**src/rtl/frac_ns_clock_pkg.sv**
```systemverilog
package frac_ns_clock_pkg;
   typedef enum logic [2:0] {
      ADR_TIME_LO = 3'd0,
      ADR_TIME_HI = 3'd1,
      ADR_INC_LO  = 3'd2,
      ADR_INC_HI  = 3'd3,
      ADR_CTRL    = 3'd4
   } tod_addr_e;

   localparam int unsigned ADDR_W = 3;
endpackage

```
**src/rtl/frac_ns_clock_regs.sv**
```systemverilog
module frac_ns_clock_regs
   import frac_ns_clock_pkg::*;
#(
   parameter int unsigned DATA_W = 32,
   parameter int unsigned NS_W   = 64,
   parameter int unsigned INC_W  = 64
) (
   input  logic              clk,
   input  logic              rst_n,
   input  logic              reg_wr,
   input  logic              reg_rd,
   input  logic [ADDR_W-1:0] reg_addr,
   input  logic [DATA_W-1:0] reg_wdata,
   input  logic [NS_W-1:0]   ns_now,
   output logic [DATA_W-1:0] reg_rdata,
   output logic              load_stb,
   output logic [NS_W-1:0]   load_val,
   output logic [INC_W-1:0]  inc_act,
   output logic              run_en
);
   localparam int unsigned HI_NS_W  = NS_W - DATA_W;
   localparam int unsigned HI_INC_W = INC_W - DATA_W;

   logic [DATA_W-1:0]  time_lo_stage;
   logic [DATA_W-1:0]  inc_lo_stage;
   logic [HI_NS_W-1:0] snap_hi;

   // High time word commits the staged low word in the same cycle.
   assign load_stb = reg_wr && (reg_addr == ADR_TIME_HI);
   assign load_val = {reg_wdata[HI_NS_W-1:0], time_lo_stage};

   always_ff @(posedge clk) begin
      if (!rst_n) begin
         time_lo_stage <= '0;
         inc_lo_stage  <= '0;
         inc_act       <= '0;
         run_en        <= 1'b0;
      end else if (reg_wr) begin
         case (reg_addr)
            ADR_TIME_LO: time_lo_stage <= reg_wdata;
            ADR_INC_LO:  inc_lo_stage  <= reg_wdata;
            ADR_INC_HI:  inc_act       <= {reg_wdata[HI_INC_W-1:0], inc_lo_stage};
            ADR_CTRL:    run_en        <= reg_wdata[0];
            default: ;
         endcase
      end
   end

   always_ff @(posedge clk) begin
      if (!rst_n) begin
         reg_rdata <= '0;
         snap_hi   <= '0;
      end else if (reg_rd) begin
         case (reg_addr)
            ADR_TIME_LO: begin
               reg_rdata <= ns_now[DATA_W-1:0];
               snap_hi   <= ns_now[NS_W-1:DATA_W];
            end
            ADR_TIME_HI: reg_rdata <= DATA_W'(snap_hi);
            ADR_INC_LO:  reg_rdata <= inc_act[DATA_W-1:0];
            ADR_INC_HI:  reg_rdata <= DATA_W'(inc_act[INC_W-1:DATA_W]);
            ADR_CTRL:    reg_rdata <= DATA_W'(run_en);
            default:     reg_rdata <= '0;
         endcase
      end
   end
endmodule

```
**src/rtl/frac_ns_clock_accum.sv**
```systemverilog
module frac_ns_clock_accum #(
   parameter int unsigned NS_W   = 64,
   parameter int unsigned FRAC_W = 32,
   parameter int unsigned INC_W  = 64
) (
   input  logic             clk,
   input  logic             rst_n,
   input  logic             run_en,
   input  logic             load_stb,
   input  logic [NS_W-1:0]  load_val,
   input  logic [INC_W-1:0] inc,
   output logic [NS_W-1:0]  ns_now
);
   localparam int unsigned INT_W = INC_W - FRAC_W;

   logic [NS_W-1:0] inc_int_ext;
   logic            frac_carry;
   logic [NS_W-1:0] ns_q;

   assign inc_int_ext = NS_W'(inc[INC_W-1:FRAC_W]);
   assign ns_now      = ns_q;

   generate
      if (FRAC_W > 0) begin : g_frac
         logic [FRAC_W-1:0] frac_q;
         logic [FRAC_W:0]   frac_sum;
         assign frac_sum   = {1'b0, frac_q} + {1'b0, inc[FRAC_W-1:0]};
         assign frac_carry = frac_sum[FRAC_W];
         always_ff @(posedge clk) begin
            if (!rst_n || load_stb) begin
               frac_q <= '0;
            end else if (run_en) begin
               frac_q <= frac_sum[FRAC_W-1:0];
            end
         end
      end else begin : g_int_only
         assign frac_carry = 1'b0;
      end
   endgenerate

   always_ff @(posedge clk) begin
      if (!rst_n) begin
         ns_q <= '0;
      end else if (load_stb) begin
         ns_q <= load_val;
      end else if (run_en) begin
         ns_q <= ns_q + inc_int_ext + NS_W'(frac_carry);
      end
   end

   if (INT_W > NS_W) begin : g_bad_int
      $error("increment integer part wider than time");
   end
endmodule

```
**src/rtl/frac_ns_clock.sv**
```systemverilog
module frac_ns_clock
   import frac_ns_clock_pkg::*;
#(
   parameter int unsigned DATA_W = 32,
   parameter int unsigned FRAC_W = 32
) (
   input  logic                clk,
   input  logic                rst_n,
   input  logic                reg_wr,
   input  logic                reg_rd,
   input  logic [2:0]          reg_addr,
   input  logic [DATA_W-1:0]   reg_wdata,
   output logic [DATA_W-1:0]   reg_rdata,
   output logic [2*DATA_W-1:0] ns_now
);
   localparam int unsigned NS_W  = 2 * DATA_W;
   localparam int unsigned INC_W = 2 * DATA_W;

   if (FRAC_W >= INC_W) begin : g_bad_frac
      $error("fraction must leave room for an integer part");
   end
   if (ADDR_W != 3) begin : g_bad_addr
      $error("address width mismatch");
   end

   logic             load_stb;
   logic [NS_W-1:0]  load_val;
   logic [INC_W-1:0] inc_act;
   logic             run_en;

   frac_ns_clock_regs #(
      .DATA_W (DATA_W),
      .NS_W   (NS_W),
      .INC_W  (INC_W)
   ) u_regs (
      .clk       (clk),
      .rst_n     (rst_n),
      .reg_wr    (reg_wr),
      .reg_rd    (reg_rd),
      .reg_addr  (reg_addr),
      .reg_wdata (reg_wdata),
      .ns_now    (ns_now),
      .reg_rdata (reg_rdata),
      .load_stb  (load_stb),
      .load_val  (load_val),
      .inc_act   (inc_act),
      .run_en    (run_en)
   );

   frac_ns_clock_accum #(
      .NS_W   (NS_W),
      .FRAC_W (FRAC_W),
      .INC_W  (INC_W)
   ) u_accum (
      .clk      (clk),
      .rst_n    (rst_n),
      .run_en   (run_en),
      .load_stb (load_stb),
      .load_val (load_val),
      .inc      (inc_act),
      .ns_now   (ns_now)
   );
endmodule

```
**config.mk**
```make
export PLATFORM = sky130hd
export DESIGN_NAME = frac_ns_clock
export DESIGN_NICKNAME = d
export VERILOG_FILES = /design/src/rtl/frac_ns_clock_pkg.sv /design/src/rtl/frac_ns_clock_regs.sv /design/src/rtl/frac_ns_clock_accum.sv /design/src/rtl/frac_ns_clock.sv
export SDC_FILE = /design/constraint.sdc
export NUM_CORES = 1
export LEC_CHECK = 0
export ABC_AREA = 1
export BUFFER_PORTS_ARGS = -buffer_cell sky130_fd_sc_hd__buf_2
export CAP_MARGIN = 10
export CORE_ASPECT_RATIO = 0.7
export CORE_MARGIN = 2
export CORE_UTILIZATION = 55
export DETAILED_ROUTE_END_ITERATION = 8
export PLACE_DENSITY = 0.88
export SLEW_MARGIN = 30
export SYNTH_ARGS = -nofsm -noshare
export SYNTH_HDL_FRONTEND = slang
export SYNTH_SLANG_ARGS = --single-unit
export TNS_END_PERCENT = 100
```
**constraint.sdc**
```tcl
create_clock -name clk -period 3.4 [get_ports clk]
set_input_delay 0.51 -clock clk [delete_from_list [all_inputs] [get_ports clk]]
set_output_delay 0.51 -clock clk [all_outputs]
set_load 0.01 [all_outputs]
```
---- After elaboration in Yosys (flattened, before gate mapping) ----
Index checks and enable logic that the tools add are counted.
storage, ports and cells
  logic and storage cells ................. 28
  output and inout bits ................... 96
  register bits ........................... 289
  input port bits ......................... 39
cells by class
  equality and inequality tests ........... 4
  reduce and logical (&&, ||, !) cells .... 10
  add/subtract/negate cells ............... 3
  muxes and demuxes ....................... 3
operator list
  kind                                                              number
  32-bit one-hot mux with 5 select lines                            1
  64-bit 2-to-1 mux                                                 2
  64-bit by 1-bit adder with 64-bit output                          1
  64-bit by 32-bit adder with 64-bit output                         1
  32-bit by 32-bit adder with 33-bit output                         1
  2-bit AND reduction                                               5
  3-bit by 2-bit == test with 1-bit output (second input constant)  2
  3-bit by 1-bit == test with 1-bit output (second input constant)  1
  3-bit == test (second input constant)                             1
  3-bit logical NOT                                                 1
  2-bit nonzero test                                                1
  1-bit logical AND                                                 1
  1-bit logical NOT                                                 1
  1-bit logical OR                                                  1

---- Depth between registers and ports, before layout ----
  depth in word-level cells ............... 4
  depth in mapped cells ................... 27
  mapped depth without buffers ............ 27

---- Hierarchy ----
A second synthesis with hierarchy kept.
unflattened totals
  cell total of the unflattened synthesis .. 2,753
  area, all modules ....................... 17,536.8 sq um
by module, submodules not included
  module               area each (sq um)  cells each  seq. area each (sq um)  instances
  frac_ns_clock_accum  9,435.3            1,677       1,921.8                 1
  frac_ns_clock_regs   8,101.5            1,076       3,863.7                 1

---- Least setup slack after synthesis ----
OpenSTA, ideal clock, no wires.
  path kind ............................... register to register
  from .................................... register u_regs.inc_act[0]
  to ...................................... register u_accum.ns_q[62], in the netlist u_accum.ns_now[62]
  period minus slack after synthesis ...... 3.342 ns
  setup slack ............................. 0.058 ns
  required time ........................... 3.291 ns
  buffers on the path ..................... 0
  cell stages (with the launch flop) ...... 28
  arrival time ............................ 3.233 ns
  setup time .............................. 0.109 ns
  path through ............................ dfxtp_1 ha_1 fa_1 nand3_1 nand2_1 nand2_1 nand3_1 nand3_1 nand2_1 nand2_1 nand2_1 a31oi_1 fa_1 fa_1 inv_1 nand3_1 nand3_1 nand2_1 nand2_1 nand2_1 nand2_1 nand2_1 nand3_2 nand2_1 nand2_1 nand3_1 nand2_1 inv_1
on the way
  word-level cells in the longest chain between the ends .. 4
ends and longest elaborated chain
  item                                       line                       text
  from (decl)                                frac_ns_clock_regs.sv:18   output logic [INC_W-1:0] inc_act,
  from (signal assigned)                     frac_ns_clock_regs.sv:42   ADR_INC_HI: inc_act <= {reg_wdata[HI_INC_W-1:0], inc_lo_stage};
  32-bit by 32-bit adder with 33-bit output  frac_ns_clock_accum.sv:27  assign frac_sum = {1'b0, frac_q} + {1'b0, inc[FRAC_W-1:0]};
  64-bit by 1-bit adder with 64-bit output   frac_ns_clock_accum.sv:47  ns_q <= ns_q + inc_int_ext + NS_W'(frac_carry);
  64-bit 2-to-1 mux                          frac_ns_clock_accum.sv:46  end else if (run_en) begin
  64-bit 2-to-1 mux                          frac_ns_clock_accum.sv:44  end else if (load_stb) begin
  to (signal assigned)                       frac_ns_clock_accum.sv:45  ns_q <= load_val;
  to (signal assigned)                       frac_ns_clock_accum.sv:47
  to (decl)                                  frac_ns_clock_accum.sv:18  logic [NS_W-1:0] ns_q;
No other way between the ends. The select of a mux whose other input is x is not followed.
A chain may end at the register's enable or synchronous reset.

---- Worst setup path in the final report ----
  from .................................... register u_regs.inc_act[15]
  to ...................................... register u_accum.ns_q[32], in the netlist u_accum.ns_now[32]
Same word-level chain as after synthesis.

==> flow_metrics.env <==
export IMPL_status="finished, violations left"
export IMPL_violations="negative setup slack"
export IMPL_synth_warnings=0
export IMPL_finalClockSkew_ps=16.66
export IMPL_layout_cells_non_filler=3438
export IMPL_synthCells=2778
export IMPL_startpoint_type="register"
export IMPL_fin_area_um2=21370
export IMPL_maxSlewViolCount=0
export IMPL_clock_latency_ps=590
export IMPL_netSwitchingPower_mw=2.008
export IMPL_drive_gt1_share_pct=18.82
export IMPL_drt_iter0_markers=2941
export IMPL_grt_max_degree=90
export IMPL_ant_nets=0
export IMPL_core_area_um2=31150
export IMPL_rr_endpoint="u_accum.ns_now[32]"
export IMPL_regToRegStartpoint="u_regs.inc_act[15]"
export IMPL_cp_top_family="adder cells"
export IMPL_synth_common_cells="848 x nand2_1, 355 x inv_1, 309 x a21oi_1"
export IMPL_clk_pin_slew_ps=70
export IMPL_dieArea_um2=33120
export IMPL_drtPass1Iterations=6
export IMPL_worstHoldStart="reg_wdata[19]"
export IMPL_p_sw_share_pct=26.31
export IMPL_dpl_cell_area_um2=19310
export IMPL_finalWorstSetupSlack_ps=-108.1
export IMPL_synthTopCellsByArea="dfxtp_1 33%, nand2_1 18%, a21oi_1 8.9%"
export IMPL_synth_edff_count=0
export IMPL_cp_slowest_stage_delay_ps=430
export IMPL_clockBufferDepth=3
export IMPL_grt_pass1_wl_um=107400
export IMPL_cap_violations=0
export IMPL_numCtsBuffers=29
export IMPL_yosysMostFrequentCell="nand2_1"
export IMPL_cp_max_fo=4
export IMPL_hold_path_end="u_regs.inc_lo_stage[19]"
export IMPL_wl_per_cell_um=21.02
export IMPL_drc=0
export IMPL_place_hpwl_um=51990
export IMPL_cts_sinks=289
export IMPL_rsz0062_at_grt="yes"
export IMPL_critical_path_class="reg2reg"
export IMPL_ys_seq_area_share_pct=33.22
export IMPL_leakage_nw=9.900
export IMPL_reg2reg_setup_slack_ps=-110
export IMPL_seqPwrFrac_pct=46.1
export IMPL_fill_cells=2734
export IMPL_antenna_found_initial=1
export IMPL_timing_fmax_mhz=285.1
export IMPL_r2r_worst_path_cells=23
export IMPL_clockPowerShare_pct=45.9
export IMPL_max_slew_margin_pct=42.85
export IMPL_worstSetupEndpointType="register"
export IMPL_vias_per_cell=5.912
export IMPL_synth_area_um2=17410
export IMPL_min_path_cells=3
export IMPL_crit_arrival_ps=3930
export IMPL_area_growth_pct=22.73
export IMPL_start_util_pct=55.91
export IMPL_die_w_um=216.7
export IMPL_track_usage_pct=41.70
export IMPL_cp_cell_sequence="ha_4, buf_6, a21o_1, nand2_2, nand2_2, a21oi_2, nor2_2, nor2_4, nand2_4, a31oi_4, fa_2, fa_2, inv_2, nand3_2, nand3_4, buf_6, a21oi_4, o21ai_4, nand3_2, nand2_1, nand2_1, nand3_1, a21oi_1"
export IMPL_syn_avg_cell_area_um2=6.269
export IMPL_critical_path_buf_inv_count=3
export IMPL_async_flop_share_pct=0
export IMPL_finalHoldViolCount=0
export IMPL_final_nets=3101
export IMPL_synth_cell_type_count=45
export IMPL_gp_congestion=1.006
export IMPL_boundaryPins=135
export IMPL_die_h_um=152.9
export IMPL_setup_viol_count_final=23
export IMPL_synthFlopType="dfxtp_1"
export IMPL_syn_nets=2883
export IMPL_worst_hold_slack_ps=254.6
export IMPL_ys_seq_elements=289
export IMPL_fin_util_pct=68.62
export IMPL_wirelength_um=72280
export IMPL_grt_pass1_vias=18692
export IMPL_grt_overflow=0
export IMPL_p_int_mw=5.623
export IMPL_numPortBuffers=134
export IMPL_place_ws_ps=-519.8
export IMPL_htreeDepth=1
export IMPL_dpl_cell_count=3368
export IMPL_tritoncts="done"
export IMPL_cts_root_buf="clkbuf_16"
export IMPL_cp_required_ps=3830
export IMPL_min_path_type="in2reg"
export IMPL_tightest_slew_ps=857.3
export IMPL_finalCritPeriodShare_pct=103.2
export IMPL_rows=54
export IMPL_final_min_clock_period_ps=3508
export IMPL_combPwrFrac_pct=8.0
export IMPL_diodes=0
export IMPL_crit_slowest_cell="fa_2"
export IMPL_irDropWorstVdd_uv=537.0
export IMPL_synth_top_area_share_pct=33.22
export IMPL_num_vias=20326
export IMPL_holdBufCountCts=0
export IMPL_synth_top_area_cell="dfxtp_1"
export IMPL_powerDensity_nw_per_um2=357.1
[power by group through the flow]
stage	Sequential (mW)	Clock [mW]	Combinational, mW
finish	3.52	3.50	0.610
global route	3.52	3.60	0.648
floorplan	3.57	0	0.337
CTS	3.51	3.47	0.572
detailed placement	3.59	0	0.563
global placement	3.58	0	0.549
[cells by family (layout without fill, tap and decap cells)]
group           after synthesis  count (layout)  synth area share, %
simple gates               1361            1361                32.39
compound gates              537             537                16.75
buf+inv                     489             729                10.96
flops                       289             289                33.22
fa+ha+maj                    66              66                4.871
xor+xnor                     36              36                1.811
[worst min-delay path: cells and delay by family]
| kind | cells | cell delay [ps] |
|---|---|---|
| buf+inv | 1 | 130 |
| simple gates | 1 | 80 |
| compound gates | 1 | 60 |
[cell usage in the layout (no fill, tap or decap), types with 27 or more instances in the layout]
cell type and count:
nand3_1 226, ha_1 50, a21oi_1 290, o21ai_0 111, nor2_1 185, buf_2 133
nand2_2 43, nand2_4 29, inv_1 348, xor2_1 27, o2111ai_1 31, buf_4 163
nand2_1 781, dfxtp_1 274, o21ai_1 30, clkbuf_16 29
[through the flow]
stage / power (mW) / TNS, ps
finish: 7.632 / -1167
global route: 7.769 / -5073
CTS: 7.554 / -394.5
detailed placement: 4.149 / -16760
global placement: 4.131 / -9336
floorplan: 3.905 / 0
[area by class of cell]
| type | instances | area, um^2 | area share, % |
|---|---|---|---|
| Multi-Input combinational cell | 2000 | 10590 | 49.54 |
| Timing Repair Buffer | 307 | 2039 | 9.542 |
| Clock buffer | 41 | 860.8 | 4.028 |
| Sequential cell | 289 | 5807 | 27.17 |
| Tap cell | 420 | 525.5 | 2.459 |
| Inverter | 369 | 1395 | 6.527 |
| Clock inverter | 12 | 157.7 | 0.7376 |
[per-layer routing]
layer | track usage [%] | wire length, um | vias up
met4 | 15.88 | 3073 | 0
met1 | 59.03 | 30200 | 9333
met2 | 60.13 | 29570 | 1401
li1 | - | - | 9385
met5 | 0 | 0 | -
met3 | 11.38 | 9435 | 207
[timing repair]
| item | 4_1_cts | 5_1_grt |
|---|---|---|
| pin swaps | 39 | 60 |
| resized for setup | 85 | 141 |
| endpoints found under the setup margin | 56 | 56 |
| setup buffers | 7 | 11 |
[worst max path at each step]
stage | from | endpoint | cells past startpoint
after floorplan | u_regs.inc_act[0] | u_accum.ns_now[62] | 27
after global placement | u_regs.inc_act[0] | u_accum.ns_now[38] | 25
after detailed placement | u_regs.inc_act[0] | u_accum.ns_now[38] | 25
after CTS | u_accum.g_frac.frac_q[29] | u_accum.ns_now[32] | 21
after global routing | u_regs.inc_act[9] | u_accum.ns_now[32] | 21
final | u_regs.inc_act[15] | u_accum.ns_now[32] | 23
[state kept, by name, indices dropped and copies added, names as in the netlist]
signal	cells
u_regs.snap_hi	32
u_regs.time_lo_stage	32
u_accum.ns_now	64
u_regs.inc_act	64
u_regs.reg_rdata	32
u_regs.inc_lo_stage	32
u_accum.g_frac.frac_q	32
u_regs.run_en	1
(Power assumes the default switching activity.)
